File: src/rtl/sysctl_pkg.sv
package sysctl_pkg;

    localparam int XLEN   = 32;
    localparam int SEL_W  = 5;
    localparam int NREG   = 17;
    localparam int HWP_W  = 6;
    localparam int ASID_W = 8;

    // status / debug bit positions the flag logic decodes
    localparam int ST_IE  = 0;
    localparam int ST_EXL = 1;
    localparam int ST_ERL = 2;
    localparam int ST_UM  = 4;
    localparam int IM_LO  = 8;
    localparam int IM_W   = 8;
    localparam int HWP_LO = 10;
    localparam int DB_DM  = 30;

    typedef logic [XLEN-1:0] word_t;

    typedef enum logic [SEL_W-1:0] {
        SEL_IDX    = 5'd0,
        SEL_ELO0   = 5'd1,
        SEL_ELO1   = 5'd2,
        SEL_CTX    = 5'd3,
        SEL_PGMSK  = 5'd4,
        SEL_WIRED  = 5'd5,
        SEL_EHI    = 5'd6,
        SEL_STAT   = 5'd7,
        SEL_CAUSE  = 5'd8,
        SEL_EPC    = 5'd9,
        SEL_WLO    = 5'd10,
        SEL_WHI    = 5'd11,
        SEL_DBG    = 5'd12,
        SEL_DEPC   = 5'd13,
        SEL_TAGLO  = 5'd14,
        SEL_ERREPC = 5'd15,
        SEL_DSAVE  = 5'd16
    } sel_e;

    typedef struct packed {
        logic um;
        logic exl;
        logic erl;
        logic dm;
    } mode_t;

    // bits a write may set
    function automatic word_t wr_mask(int unsigned idx);
        case (idx)
            0:              return 32'h0000_000F;
            1, 2:           return 32'h3FFF_FFFF;
            3:              return 32'h007F_FFF0;
            4:              return 32'h01FF_E000;
            5:              return 32'h0000_000F;
            6:              return 32'hFFFF_E0FF;
            7:              return 32'hFA78_FF01;
            8:              return 32'h00C0_0300;
            11:             return 32'h40FF_0FF8;
            12:             return 32'h1330_0120;
            14:             return 32'hFFFF_FCF6;
            9, 10, 13, 15, 16: return 32'hFFFF_FFFF;
            default:        return 32'h0;
        endcase
    endfunction

    // bits that survive a write
    function automatic word_t keep_mask(int unsigned idx);
        case (idx)
            0:       return 32'h8000_0000;
            3:       return 32'hFF80_0000;
            8:       return ~32'h00C0_0300;
            12:      return 32'h8C03_FC1F;
            default: return 32'h0;
        endcase
    endfunction

endpackage

File: src/rtl/sysctl_cell.sv
module sysctl_cell
    import sysctl_pkg::*;
#(
    parameter word_t KEEP  = '0,
    parameter word_t WMASK = '0
) (
    input  logic  clk,
    input  logic  rst,
    input  logic  we,
    input  word_t wd,
    output word_t q
);

    always_ff @(posedge clk) begin
        if (rst)
            q <= '0;
        else if (we)
            q <= (q & KEEP) | (wd & WMASK);
    end

    // contents only move on a write edge
    a_r13_idle_hold: assert property (@(posedge clk) disable iff (rst)
        !we |=> $stable(q));

    // preserved fields survive a write
    a_r4_keep_bits: assert property (@(posedge clk) disable iff (rst)
        we |=> ((q & KEEP) == ($past(q) & KEEP)));

endmodule

File: src/rtl/sysctl_mode_irq.sv
module sysctl_mode_irq
    import sysctl_pkg::*;
(
    input  logic            clk,
    input  logic            rst,
    input  logic            stat_we,
    input  logic            dbg_we,
    input  logic            wd_ie,
    input  logic            wd_exl,
    input  logic            wd_erl,
    input  logic            wd_um,
    input  logic            wd_dm,
    input  logic [IM_W-1:0] wd_im,
    input  logic            old_ie,
    input  logic [IM_W-1:0] cause_ip,
    output mode_t           mode,
    output logic            irq
);

    logic pend, raise, drop;

    always_comb begin
        pend  = |(wd_im & cause_ip);
        raise = stat_we && wd_ie && !old_ie && !wd_exl && !wd_erl
                && !mode.dm && pend;
        drop  = stat_we && !wd_ie && old_ie;
    end

    always_ff @(posedge clk) begin
        if (rst) begin
            mode <= '0;
            irq  <= 1'b0;
        end else begin
            if (stat_we) begin
                mode.um  <= wd_um;
                mode.exl <= wd_exl;
                mode.erl <= wd_erl;
            end
            if (dbg_we)
                mode.dm <= wd_dm;
            if (raise)
                irq <= 1'b1;
            else if (drop)
                irq <= 1'b0;
        end
    end

    // only status writes move the request
    a_r8_irq_hold: assert property (@(posedge clk) disable iff (rst)
        !stat_we |=> $stable(irq));

    // dropping the enable lowers the request
    a_r8_irq_drop: assert property (@(posedge clk) disable iff (rst)
        (stat_we && !wd_ie && old_ie) |=> !irq);

    // exception or error level in the write blocks a raise
    a_r7_level_block: assert property (@(posedge clk) disable iff (rst)
        (stat_we && wd_ie && (wd_exl || wd_erl)) |=> $stable(irq));

    // a rising request needs an unmasked pending line
    a_r7_needs_pend: assert property (@(posedge clk) disable iff (rst)
        $rose(irq) |-> $past(stat_we && (|(wd_im & cause_ip))));

    // mode flags follow the status write
    a_r6_flag_follow: assert property (@(posedge clk) disable iff (rst)
        stat_we |=> (mode.um == $past(wd_um)) && (mode.exl == $past(wd_exl)));

endmodule

File: src/rtl/sysctl_regbank.sv
module sysctl_regbank
    import sysctl_pkg::*;
(
    input  logic                clk,
    input  logic                rst,
    input  logic                wr_en_i,
    input  logic [SEL_W-1:0]    wr_sel_i,
    input  logic [XLEN-1:0]     wr_data_i,
    input  logic [SEL_W-1:0]    rd_sel_i,
    output logic [XLEN-1:0]     rd_data_o,
    input  logic [HWP_W-1:0]    hw_pend_i,
    output logic                mode_um_o,
    output logic                mode_exl_o,
    output logic                mode_erl_o,
    output logic                mode_dm_o,
    output logic                irq_o,
    output logic                tlb_flush_o
);

    localparam logic [SEL_W-1:0] FIRST_FREE = SEL_W'(NREG);

    word_t                 regs [NREG];
    logic [NREG*XLEN-1:0]  regs_flat;
    word_t                 cause_view;
    mode_t                 mode;
    logic                  flush_q;

    for (genvar g = 0; g < NREG; g++) begin : g_cell
        logic we_g;
        assign we_g = wr_en_i && (wr_sel_i == SEL_W'(g));
        sysctl_cell #(
            .KEEP  (keep_mask(g)),
            .WMASK (wr_mask(g))
        ) u_cell (
            .clk (clk),
            .rst (rst),
            .we  (we_g),
            .wd  (wr_data_i),
            .q   (regs[g])
        );
        assign regs_flat[g*XLEN +: XLEN] = regs[g];
    end

    assign cause_view = regs[SEL_CAUSE] | (word_t'(hw_pend_i) << HWP_LO);

    always_comb begin
        rd_data_o = '0;
        for (int k = 0; k < NREG; k++) begin
            if (rd_sel_i == SEL_W'(k))
                rd_data_o = (k == int'(SEL_CAUSE)) ? cause_view : regs[k];
        end
    end

    sysctl_mode_irq u_mode_irq (
        .clk      (clk),
        .rst      (rst),
        .stat_we  (wr_en_i && (wr_sel_i == SEL_STAT)),
        .dbg_we   (wr_en_i && (wr_sel_i == SEL_DBG)),
        .wd_ie    (wr_data_i[ST_IE]),
        .wd_exl   (wr_data_i[ST_EXL]),
        .wd_erl   (wr_data_i[ST_ERL]),
        .wd_um    (wr_data_i[ST_UM]),
        .wd_dm    (wr_data_i[DB_DM]),
        .wd_im    (wr_data_i[IM_LO +: IM_W]),
        .old_ie   (regs[SEL_STAT][ST_IE]),
        .cause_ip (cause_view[IM_LO +: IM_W]),
        .mode     (mode),
        .irq      (irq_o)
    );

    always_ff @(posedge clk) begin
        if (rst)
            flush_q <= 1'b0;
        else
            flush_q <= wr_en_i && (wr_sel_i == SEL_EHI)
                       && (wr_data_i[ASID_W-1:0] != regs[SEL_EHI][ASID_W-1:0]);
    end

    assign tlb_flush_o = flush_q;
    assign mode_um_o   = mode.um;
    assign mode_exl_o  = mode.exl;
    assign mode_erl_o  = mode.erl;
    assign mode_dm_o   = mode.dm;

    // a flush pulse always follows an entry-high write
    a_r5_flush_origin: assert property (@(posedge clk) disable iff (rst)
        tlb_flush_o |-> $past(wr_en_i && (wr_sel_i == SEL_EHI)));

    // the identifier really changed across the pulse
    a_r5_flush_change: assert property (@(posedge clk) disable iff (rst)
        tlb_flush_o |-> (regs[SEL_EHI][ASID_W-1:0] != $past(regs[SEL_EHI][ASID_W-1:0])));

    // unknown codes leave all state alone
    a_r12_unknown_inert: assert property (@(posedge clk) disable iff (rst)
        (wr_en_i && (wr_sel_i >= FIRST_FREE)) |=>
            ($stable(regs_flat) && $stable(irq_o) && !tlb_flush_o));

endmodule

File: config.mk
export PLATFORM = sky130hd
export DESIGN_NAME = sysctl_regbank
export DESIGN_NICKNAME = d
export VERILOG_FILES = /design/src/rtl/sysctl_pkg.sv /design/src/rtl/sysctl_cell.sv /design/src/rtl/sysctl_mode_irq.sv /design/src/rtl/sysctl_regbank.sv
export SDC_FILE = /design/constraint.sdc
export NUM_CORES = 1
export LEC_CHECK = 0
export BUFFER_PORTS_ARGS = -buffer_cell sky130_fd_sc_hd__buf_2
export CORE_ASPECT_RATIO = 0.5
export CORE_MARGIN = 2
export CORE_UTILIZATION = 55
export CTS_CLUSTER_DIAMETER = 150
export CTS_CLUSTER_SIZE = 8
export DETAILED_ROUTE_END_ITERATION = 6
export GPL_ROUTABILITY_DRIVEN = 0
export PLACE_DENSITY = 0.77
export SETUP_SLACK_MARGIN = 0.5
export SLEW_MARGIN = 5
export SYNTH_ARGS = -nofsm -noshare
export SYNTH_HDL_FRONTEND = slang
export SYNTH_SLANG_ARGS = --single-unit
File: constraint.sdc
create_clock -name clk -period 2.7 [get_ports clk]
set_clock_uncertainty 0.2 [all_clocks]
set_input_delay 0.405 -clock clk [delete_from_list [all_inputs] [get_ports clk]]
set_output_delay 0.405 -clock clk [all_outputs]
set_load 0.02 [all_outputs]
Word level (Yosys, flattened, before mapping)
Cells that the tools add are included.
{ "totals": {"regBits": 462, "input_bits": 51, "output_inout_bits": 38, "elab_cells": 116} }
{ "op_classes": {"eq_ne": 33, "n_mux": 19, "bitwise": 6, "reduce_logical": 35} }
{ "ops": {"columns": ["operator", "n"], "rows": [
  ["$mux 32", 17],
  ["$eq 5x4->1 const B", 16],
  ["$eq 5x3->1 const B", 8],
  ["$or 32x16->32", 1],
  ["$or 32x23->32", 1],
  ["$or 32x24->32", 1],
  ["$or 32x29->32", 1],
  ["$or 32x4->32", 1],
  ["$logic_and 1x1->1", 26],
  ["$eq 5x2->1 const B", 4],
  ["$eq 5x1->1 const B", 2],
  ["$eq 5x5->1 const B", 2],
  ["$logic_not 5->1", 2],
  ["$and 8x8->8", 1],
  ["$ne 8x8->1", 1],
  ["$reduce_or 8->1", 1],
  ["$logic_not 1->1", 5],
  ["$mux 1", 2],
  ["$reduce_bool 2->1", 1]
]} }

Depth between registers and ports, before layout
{ "logic_depth": {"word_depth": 18, "mapped_depth": 9, "depth_no_buf": 5} }

Hierarchy
Synthesis repeated with hierarchy kept, for this count alone.
{ "hier_totals": {"cells_unflattened": 2272, "area_unflattened_um2": 20564.7} }
{ "by_module_without_submodules": {"columns": ["module", "instances", "cells_per_inst", "area_per_inst_um2", "seq_area_each_um2"], "rows": [
  ["sysctl_cell at g_cell[10].u_cell ...", 5, 103, 1163.6, 640.6],
  ["sysctl_regbank", 1, 888, 5799.3, 20.0],
  ["sysctl_cell at g_cell[1].u_cell ...", 2, 100, 1114.8, 600.6],
  ["sysctl_cell at g_cell[3].u_cell ...", 2, 75, 784.5, 380.4],
  ["sysctl_cell at g_cell[0].u_cell ...", 3, 42, 354.1, 80.1],
  ["sysctl_cell at g_cell[14].u_cell", 1, 95, 1046.0, 560.5],
  ["sysctl_cell at g_cell[6].u_cell", 1, 93, 1019.7, 540.5],
  ["sysctl_cell at g_cell[11].u_cell", 1, 73, 758.2, 360.3],
  ["sysctl_cell at g_cell[4].u_cell", 1, 59, 574.3, 240.2],
  ["sysctl_cell at g_cell[12].u_cell", 1, 48, 439.2, 140.1],
  ["sysctl_mode_irq", 1, 25, 249.0, 100.1]
]} }

Least setup slack after synthesis
Ideal clock, no wire load.
{ "synth_timing": {"path_type": "input to output", "startpoint": "in rd_sel_i[3]", "endpoint": "out rd_data_o[22]", "arrival_ps": 2292, "t_required_ps": 2095, "setup_slack_ps": -197, "path_stages": 7, "n_path_buf": 2, "cell_sequence": "buf_2 -> or3b_2 -> buf_2 -> nor2_1 -> o21ai_0 -> o21a_1 -> o311ai_0"} }
{ "synth_between": {"elab_chain_len": 18, "elab_cells_between_ends": 34, "classes_between": "eq/ne (16); mux (17); reduce/logical (1)"} }
{ "synth_lines": {"columns": ["item", "line", "rtl"], "rows": [
  ["start: declaration", "sysctl_regbank.sv:9", "input logic [SEL_W-1:0] rd_sel_i,"],
  ["$logic_not 5->1", "sysctl_regbank.sv:49", "if (rd_sel_i == SEL_W'(k))"],
  ["$mux 32 (16 in a row)", "sysctl_regbank.sv:49", null],
  ["$mux 32 *", "sysctl_regbank.sv:49", null],
  ["end: declaration", "sysctl_regbank.sv:10", "output logic [XLEN-1:0] rd_data_o,"]
]} }
Every way passes the cells marked *; elsewhere a longest branch is shown, timed or not.

Worst setup path after layout
{ "layout_timing": {"startpoint": "reg g_cell[3].u_cell.q[13]", "endpoint": "out rd_data_o[13]"} }
{ "layout_between": {"elab_chain_len": 14} }
{ "layout_lines": {"columns": ["item", "line", "rtl"], "rows": [
  ["start: declaration", "sysctl_cell.sv:11", "output word_t q"],
  ["start signal: assignment", "sysctl_cell.sv:18", "q <= (q & KEEP) | (wd & WMASK);"],
  ["$mux 32 (14 in a row)", "sysctl_regbank.sv:49", null]
]} }
No other way between the ends.

==> flow_summary.toml <==
[yosys]
synth.top_cell.area_share_pct = 42.8
synth_area_leaders = "dfxtp_1 43%, nand2_1 15%, a21oi_1 13%"
ys_async_sr_fraction_pct = 0
synth-seq-area-share_pct = 42.8
yosysMostFrequentCell = "nand2_1"
ys_ff_latch = 368
yosys.area.top_type = "dfxtp_1"
syn_area_mm2 = 0.0172
ys_top_cells_by_count = "690 x nand2_1, 436 x a21oi_1, 368 x dfxtp_1, 166 x clkbuf_1, 99 x o21ai_0"
syn-mean-instance-area_um2 = 7.33
syn_inst = 2348
synth_cell_type_count = 72
yosysWarnings = 0
yosys_most_used_dff = "dfxtp_1"
synth-edff-count = 0
syn-num-nets = 2399

[clock_network]
cts-root-buf = "clkbuf_16"
cts_buffers = 51
htree_num_levels = 2
clkLatencyLatePin_ns = 0.58
cts_sinks = 368
clk_pin_slew_ns = 0.05
clk_path_buf_depth = 3
cts_tree = "done"

[power_and_ir_drop]
vdd_drop_max_uv = 433
power_density_mw_per_mm2 = 568
power_leakage_nw = 8.00
finalPower_mw = 12.7

[detailed_routing]
drt_first_pass_iters = 7
num_vias = 19703
ant_nets = 0
routed_wl_um = 72100
drc_errors = 0
vias_per_cell = 6.66
routedWlPerCell_um = 24.4
drt_iter0_markers = 3583

[grt]
grt_pass1_wl_um = 106000
grt_use_total_pct = 42.5
grt_pass1_vias = 18110
grt_antenna_before_repair = 1
grt-ovfl-total = 0
grt_max_degree = 92

[cells_and_area]
n_fill_cell = 2156
layout-drive-gt1-share_pct = 22.7
area_delta_synth_final_pct = 29.6
nets = 2585
final_area_mm2 = 0.0223
n_antenna_cell = 0

[timing]
setup-violations-final = 32
max_slew_margin_pct = 24.7
hold_viol_final = 0
fin_crit_sh_pct = 115
clock.fmax_mhz = 321
slew_viol_final = 0
worstMarginPinSlew_ns = 1.13
post-route-min-period_ns = 3.12
rsz0062_at_grt = "yes"
postLayoutSetupSlackWorst_ns = -0.415

[floorplanning]
core_mm2 = 0.0306
rows = 45
chipWidth_um = 254
die_h_um = 129
num_io_pins = 89
design.die.area_mm2 = 0.0328
initial_core_util_pct = 56.3

[setup_path]
arrival_ns = 2.51
endpoint_kind = "output pin"
criticalPathCategory = "flop to output pin"
cpMaxStageDelayCell = "a222oi_1"
critPathMaxStageDelay_ns = 0.98
critPathRequiredTime_ns = 2.10
crit_path_cell_trace = "nor3b_2 > o21a_1 > o21ai_2 > a222oi_1 > o21ai_2 > buf_6"
path_max_fanout = 2
crit_top_cell = "o21ai_2"
start_kind = "flop"

[placed_design]
place_area_mm2 = 0.0195
hpwl_um = 45500
port_buffers = 88

[status]
failed_checks = "setup timing"
status = "complete, but fails checks"

[worst_hold_path]
holdCritPathClass = "input port to flop"

[job]
max_cap_violations = 0
[routing by layer]
metal  global-route usage [%]  wire [um]
met3                     17.2      12400
met5                        0          0
met1                     55.6      26500
met4                     21.5       4300
met2                     60.5      28900
[layout make-up]
type | count | area [um^2] | share of cell area [%]
Clock buffer | 51 | 1280 | 5.72
Sequential cell | 368 | 7370 | 33.0
Tap cell | 423 | 529 | 2.37
Clock inverter | 2 | 32.5 | 0.146
Multi-Input combinational cell | 1740 | 9780 | 43.8
Inverter | 11 | 41.3 | 0.185
Timing Repair Buffer | 362 | 3290 | 14.7
[cells by family after synthesis]
kind of cell	Yosys count	share of synthesized area (%)
simple gates	941	23.0
buf+inv	240	5.86
xor+xnor	8	0.407
flops	368	42.8
compound gates	741	25.0
mux	50	2.92
[report_power, final]
group,leakage [nW],internal (mW),total (mW),switching [mW]
logic,4.39,0.556,1.51,0.955
clock network,0.642,3.30,5.66,2.36
registers,2.97,5.48,5.51,0.0256
total,8.00,9.33,12.7,3.34
[critical path, delay by kind of cell, from the launching register on]
family                 cells  cell delay, ns
and+or+nand+nor            1            0.17
buffers and inverters      1            0.17
AOI/OAI and AO/OA          4            1.29
DFF                        1            0.32
[final timing paths]
check / from / to / slack [ns] / depth (start not counted)
worst max-delay path: g_cell[3].u_cell.q[13] / rd_data_o[13] / -0.42 / 6
worst min-delay path: rst / g_cell[13].u_cell.q[4] / 0.03 / 2
worst max register to register: g_cell[8].u_cell.q[8] / u_mode_irq.irq / 1.27 / 4
worst min register to register: g_cell[3].u_cell.q[8] / g_cell[3].u_cell.q[8] / 0.25 / 2
[cell usage in the layout (no fill, tap or decap), types with 48 or more instances in the layout]
cell type and instances:
a21oi_1 415, buf_2 50, buf_4 206, buf_6 59, clkbuf_16 51, dfxtp_1 363
mux2i_1 48, nand2_1 687, nor2_1 83, o21ai_0 64
[repair_timing]
item                       4_1_cts  5_1_grt
pin swaps                       73       53
resized for setup              209       62
hold buffers                     8        0
setup endpoints to repair       32       32
cloned                           2        0
setup buffers                   28        8
hold endpoints to repair        69        0
[through the flow]
stage | utilization [%] | setup WS (ns) | hold WS, ns | cells | setup TNS, ns
3_3_place_gp | 63.7 | -0.439 | 0.238 | 2858 | -4.92
2_1_floorplan | - | 0.283 | 0.231 | 2348 | 0
4_1_cts | 71.9 | -0.265 | 0.0170 | 2949 | -1.21
3_5_place_dp | 63.7 | -0.431 | 0.244 | 2858 | -5.50
6_report | 73.0 | -0.415 | 0.0282 | 2957 | -4.18
5_1_grt | 73.0 | -0.486 | 0.0327 | 2957 | -5.01
[flip-flops by register name, indices dropped and copies added (netlist names)]
signal / flops
u_mode_irq.irq: 1
g_cell.u_cell.q: 362
u_mode_irq.mode: 4
tlb_flush_o: 1
Power figures use the tool's default switching activity.
